### src/rtl/cfg_regbank.sv
module cfg_regbank #(
  parameter int ADDR_W = 10,
  parameter int LINES  = 4,
  parameter int LINE_W = 16,
  parameter int KEY_W  = 8
) (
  input  logic                      clk,
  input  logic                      rst_n,
  input  logic                      sel,
  input  logic                      wr,
  input  logic [ADDR_W-1:0]         addr,
  input  logic [31:0]               wdata,
  output logic [31:0]               rdata,
  input  logic                      parity_err,
  output logic [31:0]               remap_q,
  output logic [31:0]               cfg1_q,
  output logic [LINES*LINE_W-1:0]   line_sel_q,
  output logic [31:0]               cfg2_q,
  output logic [31:0]               wp1_q,
  output logic [KEY_W-1:0]          key_q,
  output logic [31:0]               wp2_q
);
  localparam int IW = ADDR_W - 2;
  localparam logic [IW-1:0] IX_REMAP = IW'(0);
  localparam logic [IW-1:0] IX_CFG1  = IW'(1);
  localparam logic [IW-1:0] IX_LINE0 = IW'(2);
  localparam logic [IW-1:0] IX_ERASE = IW'(2 + LINES);
  localparam logic [IW-1:0] IX_CFG2  = IW'(3 + LINES);
  localparam logic [IW-1:0] IX_WP1   = IW'(4 + LINES);
  localparam logic [IW-1:0] IX_KEY   = IW'(5 + LINES);
  localparam logic [IW-1:0] IX_WP2   = IW'(6 + LINES);
  localparam logic [31:0] REMAP_MSK = 32'h0000_0107;
  localparam logic [31:0] CFG1_MSK  = 32'hFCFF_0100;
  localparam logic [31:0] CFG1_RST  = 32'h7C00_0001;
  localparam int LOCK_W = 4;
  localparam int PEF_BIT = 8;

  logic [IW-1:0] idx;
  logic          aligned, wen, ren;

  assign idx     = addr[ADDR_W-1:2];
  assign aligned = (addr[1:0] == 2'b00);
  assign wen     = sel & wr & aligned;
  assign ren     = sel & ~wr;

  logic [31:0]       remap_r, cfg1_r, wp1_r, wp2_r;
  logic [LOCK_W-1:0] lock_r;
  logic              pef_r;
  logic [KEY_W-1:0]  key_r;
  logic [LINE_W-1:0] line_r [LINES];

  always_ff @(posedge clk or negedge rst_n) begin
    if (!rst_n) begin
      remap_r <= '0;
      cfg1_r  <= CFG1_RST;
      wp1_r   <= '0;
      wp2_r   <= '0;
      key_r   <= '0;
    end else if (wen) begin
      case (idx)
        IX_REMAP: remap_r <= wdata & REMAP_MSK;
        IX_CFG1:  cfg1_r  <= (cfg1_r & wdata & 32'h1) | (wdata & CFG1_MSK);
        IX_WP1:   wp1_r   <= wp1_r | wdata;
        IX_WP2:   wp2_r   <= wp2_r | wdata;
        IX_KEY:   key_r   <= wdata[KEY_W-1:0];
        default: ;
      endcase
    end
  end

  always_ff @(posedge clk or negedge rst_n) begin
    if (!rst_n) begin
      lock_r <= '0;
      pef_r  <= 1'b0;
    end else begin
      if (wen && idx == IX_CFG2)
        lock_r <= lock_r | wdata[LOCK_W-1:0];
      if (parity_err)
        pef_r <= 1'b1;
      else if (wen && idx == IX_CFG2 && wdata[PEF_BIT])
        pef_r <= 1'b0;
    end
  end

  for (genvar i = 0; i < LINES; i++) begin : g_line
    always_ff @(posedge clk or negedge rst_n) begin
      if (!rst_n)
        line_r[i] <= '0;
      else if (wen && idx == IX_LINE0 + IW'(i))
        line_r[i] <= wdata[LINE_W-1:0];
    end
    assign line_sel_q[i*LINE_W +: LINE_W] = line_r[i];
  end

  logic [31:0] cfg2_w, rd_mux;
  assign cfg2_w = {{(31-PEF_BIT){1'b0}}, pef_r, {(PEF_BIT-LOCK_W){1'b0}}, lock_r};

  always_comb begin
    rd_mux = '0;
    case (idx)
      IX_REMAP: rd_mux = remap_r;
      IX_CFG1:  rd_mux = cfg1_r;
      IX_ERASE: rd_mux = '0;
      IX_CFG2:  rd_mux = cfg2_w;
      IX_WP1:   rd_mux = wp1_r;
      IX_KEY:   rd_mux = {{(32-KEY_W){1'b0}}, key_r};
      IX_WP2:   rd_mux = wp2_r;
      default: ;
    endcase
    for (int i = 0; i < LINES; i++)
      if (idx == IX_LINE0 + IW'(i))
        rd_mux = {{(32-LINE_W){1'b0}}, line_r[i]};
    if (!aligned)
      rd_mux = '0;
  end

  always_ff @(posedge clk or negedge rst_n) begin
    if (!rst_n)
      rdata <= '0;
    else if (ren)
      rdata <= rd_mux;
  end

  assign remap_q = remap_r;
  assign cfg1_q  = cfg1_r;
  assign cfg2_q  = cfg2_w;
  assign wp1_q   = wp1_r;
  assign wp2_q   = wp2_r;
  assign key_q   = key_r;
endmodule

### config.mk
export PLATFORM = sky130hd
export DESIGN_NAME = cfg_regbank
export DESIGN_NICKNAME = d
export VERILOG_FILES = /design/src/rtl/cfg_regbank.sv
export SDC_FILE = /design/constraint.sdc
export NUM_CORES = 1
export LEC_CHECK = 0
export BUFFER_PORTS_ARGS = -buffer_cell sky130_fd_sc_hd__clkbuf_2
export CAP_MARGIN = 20
export CORE_MARGIN = 2
export CORE_UTILIZATION = 54
export DETAILED_ROUTE_END_ITERATION = 8
export GPL_ROUTABILITY_DRIVEN = 1
export PLACE_DENSITY = 0.85
export SKIP_LAST_GASP = 1
export SYNTH_ARGS = -nofsm -noshare
export SYNTH_HDL_FRONTEND = slang
export SYNTH_SLANG_ARGS = --single-unit
### constraint.sdc
create_clock -name clk -period 3 [get_ports clk]
set_input_delay 0 -clock clk [delete_from_list [all_inputs] [get_ports clk]]
set_output_delay 0 -clock clk [all_outputs]
set_load 0.01 [all_outputs]
[Yosys cells after proc, flatten, opt, wreduce, memory -nomap -nowiden]
Index checks and enable logic that the tools add are counted.
Word-level totals
  input port bits: 47
  register bits: 209
  word-level logic and storage cells: 52
  output and inout port bits: 264
Operators by class
  reduce and logical (&&, ||, !) cells: 14
  bitwise operators: 9
  eq/ne operators: 9
  multiplexer cells: 8
Operators by type and width (number)
  $pmux 32 s6: 1
  $mux 32: 5
  $or 32x32->32: 2
  $or 1x32->32: 1
  $eq 8x3->1 const B: 3
  $eq 8x4->1 const B: 3
  $eq 8x2->1 const B: 2
  $reduce_and 2->1: 5
  $eq 8x1->1 const B: 1
  $logic_not 8->1: 1
  $logic_and 1x1->1: 6
  $and 1x1->1: 4
  $or 4x4->4: 1
  $logic_not 2->1: 1
  $mux 1: 2
  $reduce_bool 2->1: 1
  $not 1->1: 1

[Longest topological paths before layout]
  depth in word-level cells: 7
  gate-level depth with buffers: 8
  gate-level depth less buffers: 5

[Worst setup path before layout]
No wires, ideal clock.
  path type: input port to flip-flop
  start point: input addr[7]
  end point: register line_r (netlist bit line_sel_q[37])
  path buffers: 2
  path slack: 1.280 ns
  setup time: 0.128 ns
  cell stages on the path: 6
  arrival: 1.592 ns
  required time: 2.872 ns
  cell sequence: or4_1 -> buf_2 -> nor3_4 -> nand2_2 -> buf_2 -> mux2_1
Between the ends
  longest elaborated chain between the ends: 2
Ends and longest elaborated chain
  from (decl): RTL line 11  | input logic [ADDR_W-1:0] addr,
  $eq 8x3->1: RTL line 89  | else if (wen && idx == IX_LINE0 + IW'(i))
  $logic_and 1x1->1: RTL line 89
  to (signal, indexed assignment): RTL line 90  | line_r[i] <= wdata[LINE_W-1:0];
  to (decl): RTL line 50  | logic [LINE_W-1:0] line_r [LINES];
No other way between the ends.
A chain may end at the register's enable or synchronous reset.

[Worst setup path in the final report]
  start point: input addr[7]
  end point: register line_r (netlist bit line_sel_q[45])
The elaborated chain is that of the path after synthesis.

==> flow_summary_export.csv <==
group,metric,value,unit
worst_hold_path,min_to,"rdata[3]$_DFFE_PN0P_",
global_route,grt_util_met2,0.504,
layout,n_antenna_cell,0,
layout,drive_above_1_share,0.380,
clock_tree,cts_tree,"yes",
detailed_routing,postRouteAntennaNets,0,
timing,setup_viol,0,
timing,tns,0,ps
logic_synthesis,syn-instance-count,749,
detailed_routing,num_vias,7418,
setup_path,r2r_start,"line_sel_q[16]$_DFFE_PN0P_",
layout,area_growth,23.7,%
setup_path,cp.depth,5,
timing,rsz0062_at_grt,"false",
global_route,grt_max_degree,112,
layout,multi_input_area,3610,sq um
setup_path,required,3320,ps
power_and_ir_drop,ir_worst_vdd,0.000420,V
place,dp_hpwl,18.6,mm
logic_synthesis,synth_edf_count,0,
die,die_h,133,um
worst_hold_path,min_path_cells,5,
detailed_routing,remaining_drc_errors,0,
global_route,grt.met3_usage,0.0912,
clock_tree,cts_buffers,17,
logic_synthesis,netlist_area,8930,sq um
worst_hold_path,hold_path_class,"in2reg",
clock_tree,cts_htree_levels,4,
setup_path,path_class,"in2reg",
setup_path,cp.buffers_inverters,1,
setup_path,startpoint_type,"input pin",
setup_path,cp-end-kind,"flip-flop",
logic_synthesis,seq_area_frac_synth,0.542,
timing,slew_headroom,0.272,
clock_tree,clkLatencyLatePin,440,ps
timing,finalCritPeriodShare,0.687,
layout,fillers,1225,
place,port-buffer-count,239,
die,dieArea,17600,sq um
setup_path,cpMaxStageDelayCell,"or4_1",
logic_synthesis,synth_ff_type,"dfrtp_1",
layout,fin_util,0.676,
setup_path,crit_chain,"clkbuf_2 > or4_1 > nor3_4 > nand2_2 > mux2_1",
die,die_w,133,um
layout,instances_no_fill,1249,
global_route,grt_pass1_vias,7239,
global_route,grt.total_usage,0.311,
timing,holdWs,91.5,ps
logic_synthesis,yosysWarnings,0,
setup_path,cp_max_fo,16,
die,initial_core_util,0.546,
detailed_routing,drt_iter0_markers,597,
worst_hold_path,min_from,"addr[0]",
global_route,grt_pass1_wl,41.9,mm
global_route,grt-ovfl-total,0,
setup_path,slowest_delay,640,ps
detailed_routing,wirelength,27.5,mm
setup_path,r2r_slack,1550,ps
timing,skew,11.4,ps
global_route,busiest_layer,"met2",
layout,nNetsFinal,1063,
logic_synthesis,syn-mean-instance-area,11.9,sq um
timing,worst_slew_pin_slew,1090,ps
run_status,status,"finished, final reports clean",
global_route,antenna_found_initial,0,
timing,max_freq,0.485,GHz
timing,hold_violations,0,
setup_path,r2r_cells,5,
clock_tree,cts_sinks,193,
setup_path,arrival,2380,ps
layout,seqCellArea,4840,sq um
detailed_routing,first_pass_iters,7,
setup_path,crit_family,"simple AND/OR/NAND/NOR gates",
die,fp-row-count,47,
global_route,grtUsageMet1,0.395,
clock_tree,clockBufferDepth,2,
timing,report.final.slew_viol_count,0,
place,gp_congestion,0.863,
detailed_routing,wl_per_cell,22.0,um
clock_tree,cts_setup_buffers,0,
power_and_ir_drop,power_density,468,nW/um^2
logic_synthesis,async_flop_share,1.00,
clock_tree,cts_root_buf,"clkbuf_16",
clock_tree,clk_pin_slew,70,ps
logic_synthesis,ys_ff_latch,193,
power_and_ir_drop,power_leakage,0.00639,uW
die,core_region_area,16300,sq um
die,io-pin-count,311,
job,max_cap_viol_count,0,
timing,period_minus_slack,2060,ps
detailed_routing,vias_per_cell,5.94,
place,dp_cells,1182,
setup_path,r2r_end,"rdata[0]$_DFFE_PN0P_",
logic_synthesis,ys_types,53,
## layer usage
metal	part of all wire	vias up
met2	0.48	508
met5	0	-
li1	-	3128
met1	0.38	3695
met3	0.10	87
met4	0.037	0
## cell usage in the layout (no fill, tap or decap), drive strengths merged, types with 3 or more instances in the layout
cell type / synthesis / routed
dfstp: 6 / 6
o221ai: 9 / 9
o21ai: 21 / 21
and2: 3 / 3
a221oi: 9 / 9
nor4: 3 / 3
dlygate4sd3: 0 / 35
nor3: 10 / 10
conb: 1 / 71
and3: 3 / 3
mux2i: 11 / 11
a211oi: 15 / 15
a32oi: 4 / 4
a21oi: 25 / 25
mux2: 91 / 91
o2111ai: 3 / 3
o22ai: 6 / 6
inv: 4 / 6
nor2b: 7 / 7
a22o: 9 / 9
a21o: 84 / 84
o31ai: 5 / 5
clkinv: 0 / 6
dfrtp: 187 / 187
o31a: 3 / 3
buf: 95 / 23
or3: 3 / 3
nor2: 18 / 18
a22oi: 22 / 22
o21a: 4 / 4
nand3: 9 / 9
clkbuf: 24 / 259
clkinvlp: 0 / 3
nand2b: 6 / 6
nand2: 34 / 34
## sequential cells by signal, summed over array words and instances (netlist names)
register	cells
wp2_q	32
wp1_q	32
cfg1_q	16
lock_r	4
line_sel_q	64
key_q	8
remap_q	4
rdata	32
pef_r	1
## worst register-to-register path, stage by stage, from the launching register on
cell and delay [ps]:
dfrtp_1 380, inv_1 80, or3_1 340, a211oi_1 280, a311oi_1 80, a22oi_1 190
## synth_stat cells (2+ instances only)
library cell	number	area [sq um]
dfrtp_1	187	4680
a21o_1	84	631
mux2_2	81	912
buf_4	72	541
nand2_1	32	120
a21oi_1	25	125
clkbuf_1	24	90.1
a22oi_1	22	165
o21ai_0	21	105
nor2_1	17	63.8
a211oi_1	15	113
buf_2	15	75.1
mux2i_1	11	110
mux2_1	10	113
a221oi_1	9	78.8
a22o_1	9	78.8
nand3_1	9	45.0
o221ai_1	9	78.8
nor3_1	8	40.0
buf_1	7	26.3
nor2b_1	7	43.8
dfstp_2	6	158
nand2b_1	6	37.5
o22ai_1	6	37.5
o31ai_1	5	37.5
a32oi_1	4	35.0
inv_1	4	15.0
o21a_1	4	30.0
and2_0	3	18.8
and3_1	3	18.8
o2111ai_1	3	26.3
o31a_1	3	26.3
or3_1	3	18.8
a31o_2	2	17.5
a31oi_1	2	12.5
nand2_2	2	12.5
nor3_4	2	32.5
nor4_2	2	25.0
## through the flow
step                instance area (sq um)  power [uW]  worst slack, ps
floorplan                            9190        2890             1280
global placement                    10100        2990              575
detailed placement                  10100        2990              526
CTS                                 11100        5170              932
global route                        11100        5330              901
finish                              11100        5170              938
## where the power goes
part	internal [uW]	total, uW	switching, uW
Combinational	107	349	242
Clock	1190	2190	998
Sequential	2620	2640	16.7
Total	3920	5170	1260
## how the worst max path moves through the flow
stage,endpoint,startpoint
3_3_place_gp,line_sel_q[41]$_DFFE_PN0P_,addr[7]
4_1_cts,line_sel_q[45]$_DFFE_PN0P_,addr[7]
3_5_place_dp,line_sel_q[41]$_DFFE_PN0P_,addr[7]
6_report,line_sel_q[45]$_DFFE_PN0P_,addr[7]
5_1_grt,line_sel_q[39]$_DFFE_PN0P_,addr[7]
2_1_floorplan,line_sel_q[37]$_DFFE_PN0P_,addr[7]
## timing repair
| action | 4_1_cts | 5_1_grt |
|---|---|---|
| hold buffers | 35 | 0 |
| hold endpoints to repair | 264 | 0 |
| endpoints found under the setup margin | 0 | 0 |
| resized for setup | 0 | 0 |
## kinds of logic after synthesis
| group | share of synthesized area |
|---|---|
| AOI/OAI and AO/OA | 0.187 |
| buffers and inverters | 0.0849 |
| and+or+nand+nor | 0.0591 |
| other | 0.000420 |
| muxes | 0.127 |
| DFF | 0.542 |
## cell type report
cell class	instances	share of cell area
clock buffers	20	0.0413
repair buffers	297	0.159
clock inverters	12	0.00974
multi-input cells	503	0.326
inverters	4	0.00136
well taps	220	0.0249
flip-flops and latches	193	0.438
No activity file was read; power rests on OpenSTA's default activity.
